`src/rtl/wsd_pkg.sv`:
```
package wsd_pkg;

    typedef enum logic [1:0] {
        S_IDLE = 2'd0,
        S_PREP = 2'd1,
        S_ITER = 2'd2,
        S_FIX  = 2'd3
    } wsd_state_e;

endpackage

```
`src/rtl/wsd_condition.sv`:
```
module wsd_condition #(
    parameter int WORD_W = 36
) (
    input  logic [WORD_W-1:0]   hi_i,
    input  logic [WORD_W-2:0]   lo_i,
    input  logic [WORD_W-1:0]   dvsr_i,
    output logic [WORD_W-1:0]   hi_mag_o,
    output logic [WORD_W-2:0]   lo_mag_o,
    output logic [WORD_W-1:0]   dvsr_mag_o,
    output logic                dvd_neg_o,
    output logic                quo_neg_o,
    output logic                check_o
);
    localparam int MAG_W  = WORD_W - 1;
    localparam int PAIR_W = WORD_W + MAG_W;

    logic [PAIR_W-1:0] pair;
    logic [PAIR_W-1:0] pair_mag;

    always_comb begin
        pair       = {hi_i, lo_i};
        pair_mag   = hi_i[WORD_W-1] ? (PAIR_W'(0) - pair) : pair;
        dvsr_mag_o = dvsr_i[WORD_W-1] ? (WORD_W'(0) - dvsr_i) : dvsr_i;
        hi_mag_o   = pair_mag[PAIR_W-1:MAG_W];
        lo_mag_o   = pair_mag[MAG_W-1:0];
        dvd_neg_o  = hi_i[WORD_W-1];
        quo_neg_o  = hi_i[WORD_W-1] ^ dvsr_i[WORD_W-1];
        check_o    = (pair_mag[PAIR_W-1:MAG_W] >= dvsr_mag_o);
    end

endmodule

```
`src/rtl/wsd_step.sv`:
```
module wsd_step #(
    parameter int WORD_W = 36
) (
    input  logic [WORD_W-1:0]   rem_i,
    input  logic [WORD_W-2:0]   lo_i,
    input  logic [WORD_W-1:0]   dvsr_i,
    output logic [WORD_W-1:0]   rem_o,
    output logic [WORD_W-2:0]   lo_o,
    output logic                bit_o
);
    localparam int MAG_W = WORD_W - 1;

    logic [WORD_W:0]   shifted;
    logic              fits;

    always_comb begin
        shifted = {rem_i, lo_i[MAG_W-1]};
        fits    = (shifted >= {1'b0, dvsr_i});
        rem_o   = fits ? (shifted[WORD_W-1:0] - dvsr_i) : shifted[WORD_W-1:0];
        lo_o    = {lo_i[MAG_W-2:0], 1'b0};
        bit_o   = fits;
    end

endmodule

```
`src/rtl/wsd_fixup.sv`:
```
module wsd_fixup #(
    parameter int WORD_W = 36
) (
    input  logic [WORD_W-2:0]   quo_mag_i,
    input  logic [WORD_W-1:0]   rem_mag_i,
    input  logic                quo_neg_i,
    input  logic                rem_neg_i,
    output logic [WORD_W-1:0]   quo_o,
    output logic [WORD_W-1:0]   rem_o
);
    logic [WORD_W-1:0] quo_ext;

    always_comb begin
        quo_ext = {1'b0, quo_mag_i};
        quo_o   = quo_neg_i ? (WORD_W'(0) - quo_ext) : quo_ext;
        rem_o   = rem_neg_i ? (WORD_W'(0) - rem_mag_i) : rem_mag_i;
    end

endmodule

```
`src/rtl/wsd_divider.sv`:
```
module wsd_divider
    import wsd_pkg::*;
#(
    parameter int WORD_W = 36
) (
    input  logic                clk,
    input  logic                rst_n,
    input  logic                start_i,
    input  logic [WORD_W-1:0]   dvd_hi_i,
    input  logic [WORD_W-1:0]   dvd_lo_i,
    input  logic [WORD_W-1:0]   dvsr_i,
    output logic [WORD_W-1:0]   quotient_o,
    output logic [WORD_W-1:0]   remainder_o,
    output logic                overflow_o,
    output logic                div_check_o,
    output logic                trap_o,
    output logic                done_o
);
    localparam int MAG_W = WORD_W - 1;
    localparam int CNT_W = $clog2(MAG_W + 1);
    localparam logic [CNT_W-1:0] LAST_STEP = CNT_W'(MAG_W - 1);

    wsd_state_e state_q, state_d;

    // latched operands
    logic [WORD_W-1:0] op_hi_q;
    logic [MAG_W-1:0]  op_lo_q;
    logic [WORD_W-1:0] op_dvsr_q;
    logic              unused_lo_sign;

    // iteration state
    logic [WORD_W-1:0] rem_q;
    logic [MAG_W-1:0]  lo_q;
    logic [WORD_W-1:0] dvsr_q;
    logic [MAG_W-1:0]  quo_q;
    logic              dvd_neg_q;
    logic              quo_neg_q;
    logic [CNT_W-1:0]  cnt_q;

    // combinational stage outputs
    logic [WORD_W-1:0] c_hi_mag, c_dvsr_mag;
    logic [MAG_W-1:0]  c_lo_mag;
    logic              c_dvd_neg, c_quo_neg, c_check;
    logic [WORD_W-1:0] s_rem;
    logic [MAG_W-1:0]  s_lo;
    logic              s_bit;
    logic [WORD_W-1:0] f_quo, f_rem;

    assign unused_lo_sign = dvd_lo_i[WORD_W-1];

    wsd_condition #(.WORD_W(WORD_W)) u_cond (
        .hi_i       (op_hi_q),
        .lo_i       (op_lo_q),
        .dvsr_i     (op_dvsr_q),
        .hi_mag_o   (c_hi_mag),
        .lo_mag_o   (c_lo_mag),
        .dvsr_mag_o (c_dvsr_mag),
        .dvd_neg_o  (c_dvd_neg),
        .quo_neg_o  (c_quo_neg),
        .check_o    (c_check)
    );

    wsd_step #(.WORD_W(WORD_W)) u_step (
        .rem_i  (rem_q),
        .lo_i   (lo_q),
        .dvsr_i (dvsr_q),
        .rem_o  (s_rem),
        .lo_o   (s_lo),
        .bit_o  (s_bit)
    );

    wsd_fixup #(.WORD_W(WORD_W)) u_fix (
        .quo_mag_i (quo_q),
        .rem_mag_i (rem_q),
        .quo_neg_i (quo_neg_q),
        .rem_neg_i (dvd_neg_q),
        .quo_o     (f_quo),
        .rem_o     (f_rem)
    );

    // state register
    always_ff @(posedge clk or negedge rst_n) begin
        if (!rst_n) begin
            state_q <= S_IDLE;
        end else begin
            state_q <= state_d;
        end
    end

    // next state
    always_comb begin
        state_d = state_q;
        unique case (state_q)
            S_IDLE: if (start_i) state_d = S_PREP;
            S_PREP: state_d = c_check ? S_IDLE : S_ITER;
            S_ITER: if (cnt_q == LAST_STEP) state_d = S_FIX;
            S_FIX:  state_d = S_IDLE;
        endcase
    end

    // datapath registers
    always_ff @(posedge clk or negedge rst_n) begin
        if (!rst_n) begin
            op_hi_q   <= '0;
            op_lo_q   <= '0;
            op_dvsr_q <= '0;
            rem_q     <= '0;
            lo_q      <= '0;
            dvsr_q    <= '0;
            quo_q     <= '0;
            dvd_neg_q <= 1'b0;
            quo_neg_q <= 1'b0;
            cnt_q     <= '0;
        end else begin
            unique case (state_q)
                S_IDLE: begin
                    if (start_i) begin
                        op_hi_q   <= dvd_hi_i;
                        op_lo_q   <= dvd_lo_i[MAG_W-1:0];
                        op_dvsr_q <= dvsr_i;
                    end
                end
                S_PREP: begin
                    rem_q     <= c_hi_mag;
                    lo_q      <= c_lo_mag;
                    dvsr_q    <= c_dvsr_mag;
                    dvd_neg_q <= c_dvd_neg;
                    quo_neg_q <= c_quo_neg;
                    quo_q     <= '0;
                    cnt_q     <= '0;
                end
                S_ITER: begin
                    rem_q <= s_rem;
                    lo_q  <= s_lo;
                    quo_q <= {quo_q[MAG_W-2:0], s_bit};
                    cnt_q <= cnt_q + CNT_W'(1);
                end
                S_FIX: begin
                end
            endcase
        end
    end

    // outputs
    always_ff @(posedge clk or negedge rst_n) begin
        if (!rst_n) begin
            quotient_o  <= '0;
            remainder_o <= '0;
            overflow_o  <= 1'b0;
            div_check_o <= 1'b0;
            trap_o      <= 1'b0;
            done_o      <= 1'b0;
        end else begin
            done_o <= 1'b0;
            if (state_q == S_PREP && c_check) begin
                overflow_o  <= 1'b1;
                div_check_o <= 1'b1;
                trap_o      <= 1'b1;
                done_o      <= 1'b1;
            end
            if (state_q == S_FIX) begin
                quotient_o  <= f_quo;
                remainder_o <= f_rem;
                overflow_o  <= 1'b0;
                div_check_o <= 1'b0;
                trap_o      <= 1'b0;
                done_o      <= 1'b1;
            end
        end
    end

endmodule

```
`config.mk`:
```
export PLATFORM = sky130hd
export DESIGN_NAME = wsd_divider
export DESIGN_NICKNAME = d
export VERILOG_FILES = /design/src/rtl/wsd_pkg.sv /design/src/rtl/wsd_condition.sv /design/src/rtl/wsd_step.sv /design/src/rtl/wsd_fixup.sv /design/src/rtl/wsd_divider.sv
export SDC_FILE = /design/constraint.sdc
export NUM_CORES = 1
export LEC_CHECK = 0
export BUFFER_PORTS_ARGS = -buffer_cell sky130_fd_sc_hd__buf_2
export CAP_MARGIN = 20
export CORE_ASPECT_RATIO = 0.6
export CORE_MARGIN = 8
export CORE_UTILIZATION = 30
export CTS_BUF_LIST = sky130_fd_sc_hd__clkbuf_8
export CTS_CLUSTER_SIZE = 30
export DETAILED_ROUTE_END_ITERATION = 8
export PLACE_DENSITY_LB_ADDON = 0.25
export SYNTH_ARGS = -nofsm -noshare
export SYNTH_HDL_FRONTEND = slang
export SYNTH_HIERARCHICAL = 1
export SYNTH_SLANG_ARGS = --single-unit
export TNS_END_PERCENT = 1
```
`constraint.sdc`:
```
create_clock -name clk -period 4.5 [get_ports clk]
set_input_delay 0.225 -clock clk [delete_from_list [all_inputs] [get_ports clk]]
set_output_delay 0.225 -clock clk [all_outputs]
set_load 0.005 [all_outputs]
```
==> results.sh <==
export IMPL_status="finished, final reports clean"
export IMPL_cp_end_kind="flop"
export IMPL_drive_above_1_share=0.265
export IMPL_syn_inst=2146
export IMPL_ys_warn_count=6
export IMPL_synth_area_per_cell_um2=9.90
export IMPL_synth_area_leaders="dfrtp_1 39%, mux2_2 12%, xnor2_1 6.6%, ha_1 4.9%, mux2i_1 3.6%"
export IMPL_fp_row_count=75
export IMPL_die_h_um=222
export IMPL_cts_max_path_buffers=3
export IMPL_initialDrtViolationCount=1479
export IMPL_synth_compound_gate_area_share=0.137
export IMPL_die_x_um=360
export IMPL_design_area_um2=25800
export IMPL_start_util=0.304
export IMPL_htree_levels=2
export IMPL_synth_top_family_by_area="multiplexers"
export IMPL_coreArea_um2=70000
export IMPL_hpwl_um=49500
export IMPL_finalSetupViolCount=0
export IMPL_wl_per_cell_um=19.3
export IMPL_synth_commonest_cells="333 x dfrtp_1, 218 x mux2_2, 159 x xnor2_1"
export IMPL_clk_pin_slew_ns=0.06
export IMPL_crit_path_start_kind="flop"
export IMPL_clock_latency_ns=0.68
export IMPL_crit_type="flop to flop"
export IMPL_post_route_util=0.369
export IMPL_drt_pass1_iterations=5
export IMPL_final_setup_worst_slack_ns=0.168
export IMPL_synth_seq_cells=333
export IMPL_hp_class="input pin to asynchronous set/reset pin"
export IMPL_path_cells="or4_4 -> or2_2 -> nor4_2 -> buf_4 -> nand2_2 -> o41ai_2 -> xnor2_1 -> ha_1 -> and4_1 -> o21ai_0 -> nor4_4 -> or4_4 -> nor4_4 -> o41ai_4 -> nand2b_1 -> mux2i_1"
export IMPL_antenna_found_initial=1
export IMPL_max_freq_ghz=0.231
export IMPL_yosysMostFrequentCell="dfrtp_1"
export IMPL_io_pins=187
export IMPL_routed_wl_um=66100
export IMPL_tritoncts="done"
export IMPL_yosys_area_top_type="dfrtp_1"
export IMPL_clkSinkCount=333
export IMPL_synth_xor_area_frac=0.0833
export IMPL_synth_distinct_cells=86
export IMPL_max_vdd_ir_drop_mv=0.486
export IMPL_maxCapViolCount=0
export IMPL_syn_nets=2341
export IMPL_finalNetCount=2645
export IMPL_grtUsageTotal=0.160
export IMPL_yosys_mux_area_fraction=0.152
export IMPL_first_global_vias=16961
export IMPL_p_per_area_nw_per_um2=897
export IMPL_path_max_fanout=4
export IMPL_vias_per_cell=5.05
export IMPL_synth_top_area_share=0.392
export IMPL_dp_cells=3202
export IMPL_fp_dieArea_um2=79900
export IMPL_synth_main_ff_cell="dfrtp_1"
export IMPL_cts_made_buffers=57
export IMPL_finalHoldViolCount=0
export IMPL_worstPathRequired_ns=5.11
export IMPL_post_place_ws_ns=-0.200
export IMPL_async_flop_share=1.00
export IMPL_synth_simple_gate_area_frac=0.124
export IMPL_place_gp_congestion=0.907
export IMPL_leakage_nw=11.0
export IMPL_seq_area_frac_synth=0.392
export IMPL_crit_slowest_cell="or4_4"
export IMPL_synth_edf_count=0
export IMPL_synthAdderAreaFrac=0.0498
export IMPL_cpPeakStageDelay_ns=0.57
export IMPL_gr_total_overflow=0
export IMPL_crit_arrival_ns=4.94
export IMPL_cts_root_buf="clkbuf_8"
export IMPL_port_buffer_count=185
export IMPL_drc=0
export IMPL_syn2layout_area_growth_pct=21.6
export IMPL_grt_pass1_wl_um=103000
export IMPL_finalClockSkew_ns=0.0307
export IMPL_dpl_cell_area_um2=23300
export IMPL_slew_headroom=0.302
export IMPL_syn_area_um2=21200
export IMPL_stdcell_count=3419
export IMPL_route_vias_total=17260
export IMPL_period_share=0.963
export IMPL_drt_antenna_violating_nets=0
export IMPL_power_mw=23.2
export IMPL_period_needed_ns=4.33
export IMPL_worst_pin_slew_ns=1.03
export IMPL_grt_max_degree=129
export IMPL_drv_slew=0
export IMPL_fillers=7006
==> through the flow <==
stage	TNS [ns]	hold slack, ns
2_1_floorplan	0	-0.0706
4_1_cts	0	0.111
3_3_place_gp	-0.288	0.244
3_5_place_dp	-0.381	0.254
6_report	0	0.123
5_1_grt	-0.0430	0.151
==> layer usage <==
layer  vias up  wire length [µm]  share of wire  global-route usage
met5         -                13        0.00020                   0
met4         2               878          0.013              0.0290
met3        78              4850          0.073              0.0390
met2       510             25500           0.39               0.215
met1      8422             34800           0.53               0.254
li1       8248                 -              -                   -
==> state kept, by name (all words and copies together), names as in the netlist, named ones only <==
| register | cells |
|---|---|
| dvd_neg_q | 1 |
| dvsr_q | 36 |
| quo_q | 35 |
| op_lo_q | 35 |
| remainder_o | 36 |
| quo_neg_q | 1 |
| cnt_q | 6 |
| state_q | 1 |
| lo_q | 35 |
| op_dvsr_q | 36 |
| rem_q | 36 |
| quotient_o | 36 |
| done_o | 1 |
| op_hi_q | 36 |
| trap_o | 1 |
==> critical path, delay by kind of cell (launching register included) <==
kind	cells	cell delay [ns]
buffers and inverters	1	0.17
multiplexers	1	0.14
AND/OR/NAND/NOR	9	2.50
AO/OA/AOI/OAI	3	0.54
flip-flops	1	0.38
adder cells (fa/ha/maj)	1	0.31
XOR/XNOR	1	0.21
==> what timing repair did <==
action	in CTS	in global routing
pin swaps	0	6
setup endpoints to repair	3	3
hold endpoints to repair	179	0
resized for setup	2	27
hold buffers	109	0
setup buffers	0	2
==> layout by cell type (no fill, tap or decap), types with 22 or more instances in the layout <==
cell	netlist	layout
mux2_2	218	218
nor3_1	32	31
o41ai_1	30	24
buf_4	55	89
dfrtp_1	333	332
xor2_1	43	43
buf_2	41	185
a21oi_1	140	140
inv_1	126	145
o31ai_1	49	44
a21o_1	26	26
dlygate4sd3_1	0	109
clkbuf_8	1	71
or3_1	22	22
xnor2_1	159	158
nand2_1	97	96
ha_1	83	79
nand3_1	62	62
o21ai_0	109	107
nor2_1	145	145
mux2i_1	77	77
==> logic make-up after synthesis <==
family / Yosys count
other: 1
flip-flops: 333
AO/OA/AOI/OAI: 445
adder cells (fa/ha/maj): 84
XOR/XNOR: 202
multiplexers: 295
buffers and inverters: 274
AND/OR/NAND/NOR: 512
==> power by group <==
group          leakage, nW  internal [mW]  switching (mW)
Sequential            4.00           4.41            1.54
Combinational         6.35           6.45            7.89
Clock                0.682           1.54            1.36
Total                 11.0           12.4            10.8
==> layout make-up <==
class	instances	area, µm²	area share
Antenna cell	1	2.50	0.0000969
Clock buffer	71	977	0.0378
Clock inverter	32	218	0.00843
Inverter	128	480	0.0186
Multi-Input combinational cell	1539	11800	0.458
Sequential cell	333	8330	0.323
Tap cell	924	1160	0.0448
Timing Repair Buffer	391	2840	0.110
==> worst paths after layout <==
path	startpoint	endpoint	slack, ns	depth (start not counted)
setup / recovery	op_lo_q[27]	flop	0.17	16
hold / removal	rst_n	rem_q[9]	0.12	2
setup reg to reg	op_lo_q[27]	flop	0.17	16
hold reg to reg	remainder_o[35]	remainder_o[35]	0.50	1
max in group asynchronous	rst_n	op_lo_q[4]	3.12	3
min in group clk	dvd_lo_i[28]	op_lo_q[28]	0.31	3
(Power assumes the default switching activity.)
